## src/rtl/fgd_pkg.sv

```systemverilog
package fgd_pkg;

  typedef enum logic [2:0] {
    FC_NONE    = 3'd0,
    FC_SHORT   = 3'd1,
    FC_VCC_OV  = 3'd2,
    FC_SD_OV   = 3'd3,
    FC_OTP     = 3'd4,
    FC_DIE_HOT = 3'd5,
    FC_GND     = 3'd6
  } fault_code_e;

  typedef enum logic [2:0] {
    ST_OFF,
    ST_RUN,
    ST_AUTO,
    ST_LATCH,
    ST_COOL
  } sup_state_e;

endpackage

```

## src/rtl/fgd_tick_timer.sv

```systemverilog
module fgd_tick_timer #(
  parameter int LIMIT = 90
) (
  input  logic clk,
  input  logic rst_n,
  input  logic clr,
  input  logic tick,
  output logic done
);
  localparam int W = $clog2(LIMIT + 1);
  localparam logic [W-1:0] LIM = W'(LIMIT);

  logic [W-1:0] cnt_q, cnt_d;
  logic         cnt_en;

  always_comb begin
    cnt_d  = cnt_q;
    cnt_en = 1'b0;
    if (clr) begin
      cnt_d  = '0;
      cnt_en = (cnt_q != '0);
    end else if (tick && (cnt_q != LIM)) begin
      cnt_d  = cnt_q + 1'b1;
      cnt_en = 1'b1;
    end
  end

  always_ff @(posedge clk or negedge rst_n) begin
    if (!rst_n)      cnt_q <= '0;
    else if (cnt_en) cnt_q <= cnt_d;
  end

  assign done = (cnt_q == LIM);
endmodule

```

## src/rtl/fgd_fault_pick.sv

```systemverilog
module fgd_fault_pick
  import fgd_pkg::*;
(
  input  logic        die_hit,
  input  logic        vcc_hit,
  input  logic        sd_hit,
  input  logic        otp_hit,
  input  logic        gnd_hit,
  input  logic        short_hit,
  output fault_code_e code,
  output logic        any
);
  always_comb begin
    if      (die_hit)   code = FC_DIE_HOT;
    else if (vcc_hit)   code = FC_VCC_OV;
    else if (sd_hit)    code = FC_SD_OV;
    else if (otp_hit)   code = FC_OTP;
    else if (gnd_hit)   code = FC_GND;
    else if (short_hit) code = FC_SHORT;
    else                code = FC_NONE;
  end

  assign any = (code != FC_NONE);
endmodule

```

## src/rtl/fgd_drive_supervisor.sv

```systemverilog
module fgd_drive_supervisor
  import fgd_pkg::*;
#(
  parameter int SHORT_TICKS     = 90,
  parameter int GND_TICKS       = 200,
  parameter int OTP_BLANK_TICKS = 250,
  parameter int OFF_TICKS       = 4000
) (
  input  logic       clk,
  input  logic       rst_n,
  input  logic       tick,
  input  logic       power_ok,
  input  logic       vcc_reset,
  input  logic       latch_mode,
  input  logic       short_in,
  input  logic       vcc_ov_in,
  input  logic       sd_ov_in,
  input  logic       otp_trip_in,
  input  logic       otp_clear_in,
  input  logic       die_hot_in,
  input  logic       die_cool_in,
  input  logic       gnd_fault_in,
  output logic       drive_en,
  output logic [2:0] fault_code
);
  // reset: asserted asynchronously, released through two flops
  logic rst_meta_n, rst_int_n;
  always_ff @(posedge clk or negedge rst_n) begin
    if (!rst_n) begin
      rst_meta_n <= 1'b0;
      rst_int_n  <= 1'b0;
    end else begin
      rst_meta_n <= 1'b1;
      rst_int_n  <= rst_meta_n;
    end
  end

  sup_state_e  state_q, state_d;
  fault_code_e code_q, code_d;
  fault_code_e pick_code;
  logic        pick_any;
  logic        short_done, gnd_done, blank_done, off_done;
  logic        running;

  assign running = (state_q == ST_RUN);

  fgd_tick_timer #(.LIMIT(SHORT_TICKS)) u_short_tmr (
    .clk(clk), .rst_n(rst_int_n), .clr(!short_in || !running),
    .tick(tick), .done(short_done));

  fgd_tick_timer #(.LIMIT(GND_TICKS)) u_gnd_tmr (
    .clk(clk), .rst_n(rst_int_n), .clr(!gnd_fault_in || !running),
    .tick(tick), .done(gnd_done));

  fgd_tick_timer #(.LIMIT(OTP_BLANK_TICKS)) u_blank_tmr (
    .clk(clk), .rst_n(rst_int_n), .clr(state_q == ST_OFF),
    .tick(tick), .done(blank_done));

  fgd_tick_timer #(.LIMIT(OFF_TICKS)) u_off_tmr (
    .clk(clk), .rst_n(rst_int_n), .clr(state_q != ST_AUTO),
    .tick(tick), .done(off_done));

  fgd_fault_pick u_pick (
    .die_hit  (die_hot_in),
    .vcc_hit  (vcc_ov_in),
    .sd_hit   (sd_ov_in),
    .otp_hit  (otp_trip_in && blank_done),
    .gnd_hit  (gnd_fault_in && gnd_done),
    .short_hit(short_in && short_done),
    .code     (pick_code),
    .any      (pick_any));

  // next-state logic
  always_comb begin
    state_d = state_q;
    code_d  = code_q;
    if (vcc_reset) begin
      state_d = ST_OFF;
      code_d  = FC_NONE;
    end else begin
      unique case (state_q)
        ST_OFF: begin
          if (power_ok) state_d = ST_RUN;
        end
        ST_RUN: begin
          if (pick_any) begin
            code_d = pick_code;
            if (pick_code == FC_DIE_HOT)                    state_d = ST_COOL;
            else if (pick_code == FC_VCC_OV || !latch_mode) state_d = ST_AUTO;
            else                                            state_d = ST_LATCH;
          end
        end
        ST_AUTO: begin
          if (off_done && (code_q != FC_OTP || otp_clear_in)) begin
            state_d = ST_RUN;
            code_d  = FC_NONE;
          end
        end
        ST_COOL: begin
          if (die_cool_in) begin
            state_d = ST_RUN;
            code_d  = FC_NONE;
          end
        end
        ST_LATCH: state_d = ST_LATCH;
        default: begin
          state_d = ST_OFF;
          code_d  = FC_NONE;
        end
      endcase
    end
  end

  // state registers, written only when something changes
  logic upd_en;
  assign upd_en = (state_d != state_q) || (code_d != code_q);

  always_ff @(posedge clk or negedge rst_int_n) begin
    if (!rst_int_n) begin
      state_q <= ST_OFF;
      code_q  <= FC_NONE;
    end else if (upd_en) begin
      state_q <= state_d;
      code_q  <= code_d;
    end
  end

  assign drive_en   = running;
  assign fault_code = code_q;
endmodule

```

## config.mk

```make
export PLATFORM = sky130hd
export DESIGN_NAME = fgd_drive_supervisor
export DESIGN_NICKNAME = d
export VERILOG_FILES = /design/src/rtl/fgd_pkg.sv /design/src/rtl/fgd_tick_timer.sv /design/src/rtl/fgd_fault_pick.sv /design/src/rtl/fgd_drive_supervisor.sv
export SDC_FILE = /design/constraint.sdc
export NUM_CORES = 1
export LEC_CHECK = 0
export BUFFER_PORTS_ARGS = -buffer_cell sky130_fd_sc_hd__buf_2
export CAP_MARGIN = 40
export CORE_UTILIZATION = 30
export CTS_BUF_LIST = sky130_fd_sc_hd__clkbuf_4
export DETAILED_ROUTE_END_ITERATION = 8
export MAX_ROUTING_LAYER = met4
export PLACE_DENSITY_LB_ADDON = 0.08
export SLEW_MARGIN = 20
export SYNTH_ARGS = -nofsm -noshare
export SYNTH_HDL_FRONTEND = slang
export SYNTH_SLANG_ARGS = --single-unit
```

## constraint.sdc

```tcl
create_clock -name clk -period 1.27 [get_ports clk]
set_clock_uncertainty 0.05 [all_clocks]
set_input_delay 0.127 -clock clk [delete_from_list [all_inputs] [get_ports clk]]
set_output_delay 0.127 -clock clk [all_outputs]
set_load 0.01 [all_outputs]
```

==> impl_metrics.toml, run 1 <==
[power]
powerDensity_nw_per_um2 = 1020
irDropWorstVdd_uv = 638
pwr-share-clk = 0.166
sequentialPowerShare = 0.346
p_int_uw = 2950
p_total_uw = 4460
switching_share = 0.338
p_sw_uw = 1500
power_frac_comb = 0.488
power_leakage_uw = 0.00206

[sta]
finalSetupTns_ns = -24.24
final-hold-violation-count = 0
setup_ws_ns = -1.09
setup_viol = 41
period_share = 1.86
fmax_ghz = 0.423
drv_slew = 0
rsz0062_at_grt = "yes"
period_needed_ns = 2.36

[worst_setup_path]
start_kind = "flop"
cp_data_arrival_time_ns = 2.57
worstReg2RegEnd = "fault_code[0]"
cp-end-kind = "flop"
r2r_cells = 9
reg2reg_from = "u_gnd_tmr.cnt_q[1]"
r2r_setup_slack_ns = -1.09
path_class = "reg2reg"
crit_required_ns = 1.47
critical_path.max_fanout = 3

[synthesis]
synthFlopType = "dfrtp_1"
ys_top_cells_by_area = "dfrtp_1, nor2_1, ha_1, xnor2_1, nand2_1"
syn_nets = 298
ys_seq_elements = 43
syn-cell-area_um2 = 2500
synth-edff-count = 0
yosys.area.top_type = "dfrtp_1"
synth_cells = 274
ys_types = 47
ys_warn_count = 0
synth_top_area_frac = 0.431
avgSynthCellArea_um2 = 9.12
async_reset_ff_frac = 1.00
ys_seq_area_frac = 0.431

[clock_tree]
tritoncts = "yes"
htree_levels = 2
numCtsBuffers = 5
root_buffer = "clkbuf_4"
cts.sinks = 43
cts.clk_slew.worst_paths_ns = 0.15
clk_latency_ns = 0.36
clock_path_buffers = 2

[status]
violations = "setup timing"
outcome = "complete, but fails checks"

[routing]
ant_nets = 0
drt_iter0_markers = 116
wirelength_mm = 7.42
wire_per_inst_um = 14.2
vias = 2496
dr.pass1.iters = 4
vias_per_cell = 4.76
drc_errors = 0

[hold_path]
holdCritStartpoint = "vcc_reset"
holdPathEnd = "state_q[2]"
hold_path_depth = 3
hold_path_class = "in2reg"

[global_route]
grt_start_max_net_pins = 27
overflow = 0
grt_pass1_vias = 2544
grt_pass1_wl_mm = 12.0
track_usage = 0.183
antenna_found_initial = 0

[floorplanning]
die_height_um = 93.3
dieArea_um2 = 8700
initial_core_util = 0.317
num_rows = 32
coreArea_um2 = 7890
io_pins = 18
fp.dieW_um = 93.3

[placed_design]
hpwl_mm = 5.06
gp_congestion = 0.805
io_buffers = 17

[final_layout]
nets = 445
antenna_cells = 0
layout-drive-gt1-share = 0.545
syn_to_final_growth_pct = 75.1

[run]
cap_violations = 0
-- flip-flops by register name, summed over array words and instances, names as in the netlist --
register and flops:
state_q 3, u_short_tmr.cnt_q 7, u_gnd_tmr.cnt_q 8, rst_meta_n 1, u_off_tmr.cnt_q 12, fault_code 3
rst_int_n 1, u_blank_tmr.cnt_q 8
-- logic make-up after synthesis --
kind of cell,Yosys count,synth area share
DFF,43,0.431
AOI/OAI and AO/OA,42,0.115
buffers and inverters,25,0.0376
muxes,6,0.0260
other,1,0.00150
adders and majority gates,10,0.0501
and+or+nand+nor,127,0.269
xor gates and xnor gates,20,0.0701
-- per-stage QoR --
| step | worst slack [ns] | util | cells | cell area (µm²) | hold WS, ns |
|---|---|---|---|---|---|
| global placement | -1.03 | 0.445 | 479 | 3510 | -0.136 |
| global route | -1.18 | 0.555 | 524 | 4380 | 0.0348 |
| finish | -1.09 | 0.555 | 524 | 4380 | 0.0359 |
| floorplan | -1.05 | - | 274 | 2680 | -0.219 |
| CTS | -1.09 | 0.505 | 509 | 3980 | 0.0259 |
| detailed placement | -1.11 | 0.445 | 479 | 3510 | -0.135 |
-- worst max-delay path: stages (launching register included) --
cell and delay [ns]:
dfrtp_1 0.41, inv_2 0.08, ha_4 0.11, or4b_4 0.45, or3_4 0.41, buf_4 0.14
buf_6 0.11, a41oi_2 0.17, nor4_2 0.06, a211o_1 0.27
-- power by group through the flow --
| stage | registers (µW) | logic (µW) | clock network, µW |
|---|---|---|---|
| 2_1_floorplan | 1620 | 799 | 0 |
| 3_3_place_gp | 1550 | 1520 | 0 |
| 3_5_place_dp | 1550 | 1540 | 0 |
| 4_1_cts | 1530 | 1940 | 774 |
| 5_1_grt | 1560 | 2380 | 821 |
| 6_report | 1540 | 2180 | 739 |
-- cells in the mapped netlist, types with 6 or more instances --
cell,count
dfrtp_1,43
nor2_1,42
nand2_1,20
inv_1,19
o21ai_0,13
xnor2_1,12
nand3_1,11
ha_1,10
a21oi_1,9
and3_1,9
xor2_1,8
nand4_1,7
nor3_1,7
clkbuf_1,6
nor4_1,6
-- routing by layer --
layer	global-route usage	wire length, µm	share of wire	vias up
li1	-	-	-	1260
met1	0.238	3430	0.46	1204
met2	0.296	3790	0.51	26
met3	0.0293	132	0.018	6
met4	0.0500	72	0.0097	0
met5	-	0	0	-
-- cells in the final DEF, fill, tap and decap left out, drive strengths merged, types with 8 or more instances in the layout --
| cell | netlist | final |
|---|---|---|
| a21oi | 9 | 9 |
| and3 | 9 | 9 |
| buf | 0 | 143 |
| dfrtp | 43 | 43 |
| ha | 10 | 10 |
| inv | 19 | 19 |
| nand2 | 20 | 20 |
| nand3 | 11 | 11 |
| nor2 | 42 | 42 |
| o21ai | 13 | 13 |
| xnor2 | 12 | 12 |
| xor2 | 8 | 8 |
-- cell type report --
| class | instances | area (µm²) |
|---|---|---|
| clock buffers | 7 | 52.6 |
| clock inverters | 1 | 5.00 |
| fillers | 696 | 3510 |
| inverters | 19 | 73.8 |
| multi-input cells | 206 | 1840 |
| flip-flops and latches | 43 | 1080 |
| well taps | 102 | 128 |
| repair buffers | 146 | 1200 |
-- worst max-delay path by stage --
| stage | end | from | depth (start not counted) | slack, ns |
|---|---|---|---|---|
| floorplan | state_q[1] | u_gnd_tmr.cnt_q[0] | 7 | -1.05 |
| global placement | state_q[1] | u_gnd_tmr.cnt_q[1] | 7 | -1.03 |
| detailed placement | state_q[1] | u_gnd_tmr.cnt_q[1] | 7 | -1.11 |
| CTS | state_q[1] | u_gnd_tmr.cnt_q[1] | 7 | -1.09 |
| global route | state_q[1] | u_gnd_tmr.cnt_q[0] | 7 | -1.18 |
| finish | fault_code[0] | u_gnd_tmr.cnt_q[1] | 9 | -1.09 |
-- timing repair --
action                     CTS  global route
gates resized for setup     57            57
setup endpoints to repair   41            42
hold endpoints to repair     3             0
hold buffers                 3             0
pin swaps                   31            38
buffers inserted            21            18
(Power assumes the default switching activity.)
==> run 2: changes to the inputs <==
--- a/config.mk
+++ b/config.mk
@@ -12,6 +12,7 @@
 export DETAILED_ROUTE_END_ITERATION = 8
 export MAX_ROUTING_LAYER = met4
 export PLACE_DENSITY_LB_ADDON = 0.08
+export RECOVER_POWER = 100
 export SLEW_MARGIN = 20
 export SYNTH_ARGS = -nofsm -noshare
 export SYNTH_HDL_FRONTEND = slang
==> run 2 against run 1 <==
  * The run still ends with setup timing left
  * Combinational power is essentially flat
  * Final area shrank 0.20%
  * First-iteration DRC count grew 8.6%
  * Hold slack is essentially flat
  * Die area is the same
  * Sequential share of layout area is essentially flat
  * Sequential power is essentially flat
  * Wire length is essentially flat
  * Global-route usage is the same
  * Critical path type unchanged
==> impl_metrics.toml, run 2 (same netlist as run 1, synthesis figures left out) <==
[sta]
fin_hold_ws_ns = 0.0359
period_needed_ns = 2.36
fmax_ghz = 0.423
setup_ws_ns = -1.09
final-hold-violation-count = 0
drv_slew = 0
rsz0062_at_grt = "yes"
max_slew_margin = 0.542
worstMarginPinSlew_ns = 0.687
period_share = 1.86
setup_viol = 41

[worst_setup_path]
start_kind = "flop"
cp-end-kind = "flop"
crit_required_ns = 1.47
cp_data_arrival_time_ns = 2.57
path_class = "reg2reg"
critical_path.max_fanout = 3

[final_layout]
layout-drive-gt1-share = 0.545
top_regs = "u_off_tmr.cnt_q: 12 flops, u_blank_tmr.cnt_q: 8 flops, u_gnd_tmr.cnt_q: 8 flops"
layout_commonest_cell = "buf_4"
syn_to_final_growth_pct = 74.8
antenna_cells = 0
fillers = 696
layout.cells.non_filler = 524
stdcell_area_um2 = 4370
top_register = "u_off_tmr.cnt_q"
regArea_um2 = 1080
final_cell_mix = "buf_4, dfrtp_1, nor2_1, buf_6"
largest_reg_flops = 12
multi_input_area_um2 = 1840
nets = 445

[global_route]
track_usage = 0.183
grt_pass1_vias = 2544
grt_start_max_net_pins = 27
grt_pass1_wl_mm = 12.0
antenna_found_initial = 0
overflow = 0

[routing]
drc_errors = 0
vias = 2500
ant_nets = 0
dr.pass1.iters = 4
vias_per_cell = 4.77
wirelength_mm = 7.41
wire_per_inst_um = 14.1
drt_iter0_markers = 126

[clock_tree]
root_buffer = "clkbuf_4"
clk_latency_ns = 0.36
tritoncts = "yes"
htree_levels = 2
clock_path_buffers = 2
cts.clk_slew.worst_paths_ns = 0.15
numCtsBuffers = 5
cts.sinks = 43

[placed_design]
placed_cell_area_um2 = 3510
dpl.cell_count = 479
io_buffers = 17
hpwl_mm = 5.06
gp_congestion = 0.805
dp_slack_ns = -1.11

[floorplanning]
num_rows = 32
dieArea_um2 = 8700
die_height_um = 93.3
coreArea_um2 = 7890
io_pins = 18
initial_core_util = 0.317
fp.dieW_um = 93.3

[status]
violations = "setup timing"
outcome = "complete, but fails checks"

[hold_path]
hold_path_class = "in2reg"

[power]
power_leakage_uw = 0.00206
irDropWorstVdd_uv = 637
p_total_uw = 4450
powerDensity_nw_per_um2 = 1020

[run]
cap_violations = 0
run 2: changes by cell type in the layout (fill, tap and decap cells not counted):
cell      change
buf_4         -1
buf_6         -1
clkbuf_2      +3
buf_2         -1
run 2: layout make-up:
type,instances,area share
multi-input combinational,206,0.422
timing repair buffer,146,0.272
clock buffer,7,0.0120
clock inverter,1,0.00115
tap,102,0.0292
sequential,43,0.247
inverter,19,0.0169
run 2: path summary, 6_finish.rpt:
| path | startpoint | end | slack (ns) | depth (start not counted) |
|---|---|---|---|---|
| worst max-delay path | u_gnd_tmr.cnt_q[1] | fault_code[0] | -1.09 | 9 |
| worst min-delay path | vcc_reset | state_q[2] | 0.04 | 3 |
| worst max register to register | u_gnd_tmr.cnt_q[1] | fault_code[0] | -1.09 | 9 |
| worst min register to register | rst_int_n | u_gnd_tmr.cnt_q[2] | 0.25 | 1 |
| max in group asynchronous | rst_int_n | state_q[1] | 0.39 | 1 |
| min in group asynchronous | rst_int_n | u_gnd_tmr.cnt_q[2] | 0.25 | 1 |
run 2: critical path: stages, from the launching register on:
cell and delay [ns]:
dfrtp_1 0.41, inv_2 0.08, ha_4 0.11, or4b_4 0.45, or3_4 0.41, buf_4 0.14, buf_6 0.11, a41oi_2 0.17
nor4_2 0.06, a211o_1 0.27
run 2: power breakdown:
part / leakage (µW) / switching (µW) / internal (µW)
combinational: 0.00143 / 954 / 1220
sequential: 0.000589 / 69.4 / 1470
clock: 0.0000361 / 479 / 260
run 2: per-stage QoR:
step / utilization / setup TNS (ns)
finish: 0.554 / -24.26
global route: 0.554 / -27.44
detailed placement: 0.445 / -20.56
floorplan: - / -15.48
CTS: 0.505 / -23.30
global placement: 0.445 / -20.02
run 2: metal layers:
| layer | vias up | routed length, µm | global-route usage |
|---|---|---|---|
| li1 | 1259 | - | - |
| met1 | 1209 | 3400 | 0.238 |
| met2 | 26 | 3800 | 0.296 |
| met3 | 6 | 137 | 0.0293 |
| met4 | 0 | 72 | 0.0500 |
| met5 | - | 0 | - |
run 2: timing repair:
action,CTS,global route
hold endpoints to repair,3,0
cloned,0,0
hold buffers,3,0
gates resized for setup,57,57
pin swaps,31,38
endpoints found under the setup margin,41,42
setup buffers,21,18
==> run 3: changes to the inputs <==
--- a/config.mk
+++ b/config.mk
@@ -13,6 +13,7 @@
 export MAX_ROUTING_LAYER = met4
 export PLACE_DENSITY_LB_ADDON = 0.08
 export RECOVER_POWER = 100
+export REMOVE_ABC_BUFFERS = 1
 export SLEW_MARGIN = 20
 export SYNTH_ARGS = -nofsm -noshare
 export SYNTH_HDL_FRONTEND = slang
==> constraint.sdc (replaced) <==
create_clock -name clk -period 2.6 [get_ports clk]
set_clock_uncertainty 0.05 [all_clocks]
set_input_delay 0.26 -clock clk [delete_from_list [all_inputs] [get_ports clk]]
set_output_delay 0.26 -clock clk [all_outputs]
set_load 0.01 [all_outputs]
==> run 3 against run 2 <==
  * The run now ends clean
  * First-iteration DRC count is 31% lower
  * Flip-flop and latch count stayed put
  * Combinational power fell by 81%
  * Clock power down 54%
  * Critical path type unchanged
  * Largest power group is now sequential cells
  * Highest routed layer unchanged
==> impl_metrics.toml, run 3 (same netlist as run 1, synthesis figures left out) <==
[final_layout]
final_cell_mix = "dfrtp_1, nor2_1, nand2_1"
antenna_cells = 0
syn_to_final_growth_pct = 10.5
largest_reg_flops = 12
layout-drive-gt1-share = 0.104
layout_commonest_cell = "dfrtp_1"
layout.cells.non_filler = 401
nets = 322
top_register = "u_off_tmr.cnt_q"
top_regs = "u_off_tmr.cnt_q: 12 flops, u_blank_tmr.cnt_q: 8 flops, u_gnd_tmr.cnt_q: 8 flops"
stdcell_area_um2 = 2760

[routing]
vias = 1983
drt_iter0_markers = 87
wire_per_inst_um = 13.9
dr.pass1.iters = 4
ant_nets = 0
vias_per_cell = 4.95
wirelength_mm = 5.59
drc_errors = 0

[sta]
rsz0062_at_grt = "no"
max_slew_margin = 0.112
fin_hold_ws_ns = 0.0817
worstMarginPinSlew_ns = 1.33
setup_viol = 0
drv_slew = 0
finalSetupTns_ns = 0
final-hold-violation-count = 0
fmax_ghz = 0.406
period_needed_ns = 2.46
period_share = 0.947

[worst_setup_path]
critical_path.max_fanout = 5
start_kind = "flop"
path_class = "reg2reg"
slowest_delay_ns = 0.48
cp-end-kind = "flop"
crit_required_ns = 2.84
cp_cell_sequence = "inv_1 -> ha_1 -> or4b_4 -> or3_4 -> and4_1 -> or3_1 -> a221oi_2"
cp_data_arrival_time_ns = 2.71
cp_slowest_cell = "or4b_4"
r2r_setup_slack_ns = 0.14

[floorplanning]
dieArea_um2 = 8700
initial_core_util = 0.317
io_pins = 18
coreArea_um2 = 7890
num_rows = 32
fp.dieW_um = 93.3
die_height_um = 93.3

[clock_tree]
clock_path_buffers = 2
numCtsBuffers = 5
ctsResizeCount = 0
tritoncts = "yes"
htree_levels = 2
clk_latency_ns = 0.37
cts.sinks = 43
root_buffer = "clkbuf_4"
cts.clk_slew.worst_paths_ns = 0.15

[global_route]
grt_start_max_net_pins = 24
overflow = 0
antenna_found_initial = 0
grt_pass1_vias = 1930
grt_pass1_wl_mm = 9.72
track_usage = 0.147

[power]
p_int_uw = 992
switching_share = 0.353
powerDensity_nw_per_um2 = 555
p_sw_uw = 541
power_frac_comb = 0.266
power_leakage_uw = 0.00123
irDropWorstVdd_uv = 203
pwr-share-clk = 0.219
sequentialPowerShare = 0.515
p_total_uw = 1530

[placed_design]
gp_congestion = 0.814
placed_cell_area_um2 = 2740
dpl.cell_count = 392
io_buffers = 17
hpwl_mm = 4.21

[status]
outcome = "finished clean"

[run]
cap_violations = 0

[hold_path]
hold_path_class = "in2reg"
==> run 3: stage by stage <==
step	worst slack, ns	utilization
2_1_floorplan	0.285	-
3_3_place_gp	0.216	0.345
3_5_place_dp	0.171	0.347
4_1_cts	0.153	0.355
5_1_grt	0.0371	0.350
6_report	0.137	0.350
==> run 3: worst paths after layout <==
check                                   startpoint              endpoint  depth (start not counted)
min in group asynchronous                    rst_n            rst_meta_n                          2
max in group asynchronous                rst_int_n  u_blank_tmr.cnt_q[6]                          1
worst max register to register  u_gnd_tmr.cnt_q[0]            state_q[1]                          7
worst min register to register           rst_int_n            state_q[0]                          0
worst min-delay path                     vcc_reset            state_q[1]                          2
worst max-delay path            u_gnd_tmr.cnt_q[0]            state_q[1]                          7
==> run 3: cell type report <==
cell class / instances / area [µm²]
tap: 102 / 128
sequential: 43 / 1080
fill: 849 / 5130
clock buffer: 5 / 37.5
timing repair buffer: 23 / 111
clock inverter: 3 / 15.0
inverter: 19 / 71.3
multi-input combinational: 206 / 1320
==> run 3: worst max-delay path, delay by kind of cell, from the launching register on <==
family | cells | cell delay [ns]
flops | 1 | 0.44
buf+inv | 1 | 0.07
compound gates | 1 | 0.26
simple gates | 4 | 1.43
fa+ha+maj | 1 | 0.13
==> run 3: timing repair <==
action	4_1_cts	5_1_grt
endpoints found under the hold margin	2	0
setup buffers	0	0
hold buffers	1	0
==> run 3: power by group through the flow <==
stage               Combinational, µW  Sequential [µW]  Clock [µW]
detailed placement                430              804           0
floorplan                         282              791           0
finish                            408              789         336
CTS                               433              791         358
global placement                  423              810           0
global route                      474              800         387
==> run 3: layer usage <==
layer	vias up	share of wire	GRT usage
met1	944	0.51	0.196
met3	7	0.032	0.0309
met2	22	0.45	0.226
li1	1010	-	-
met4	0	0.011	0.0385
met5	-	0	-
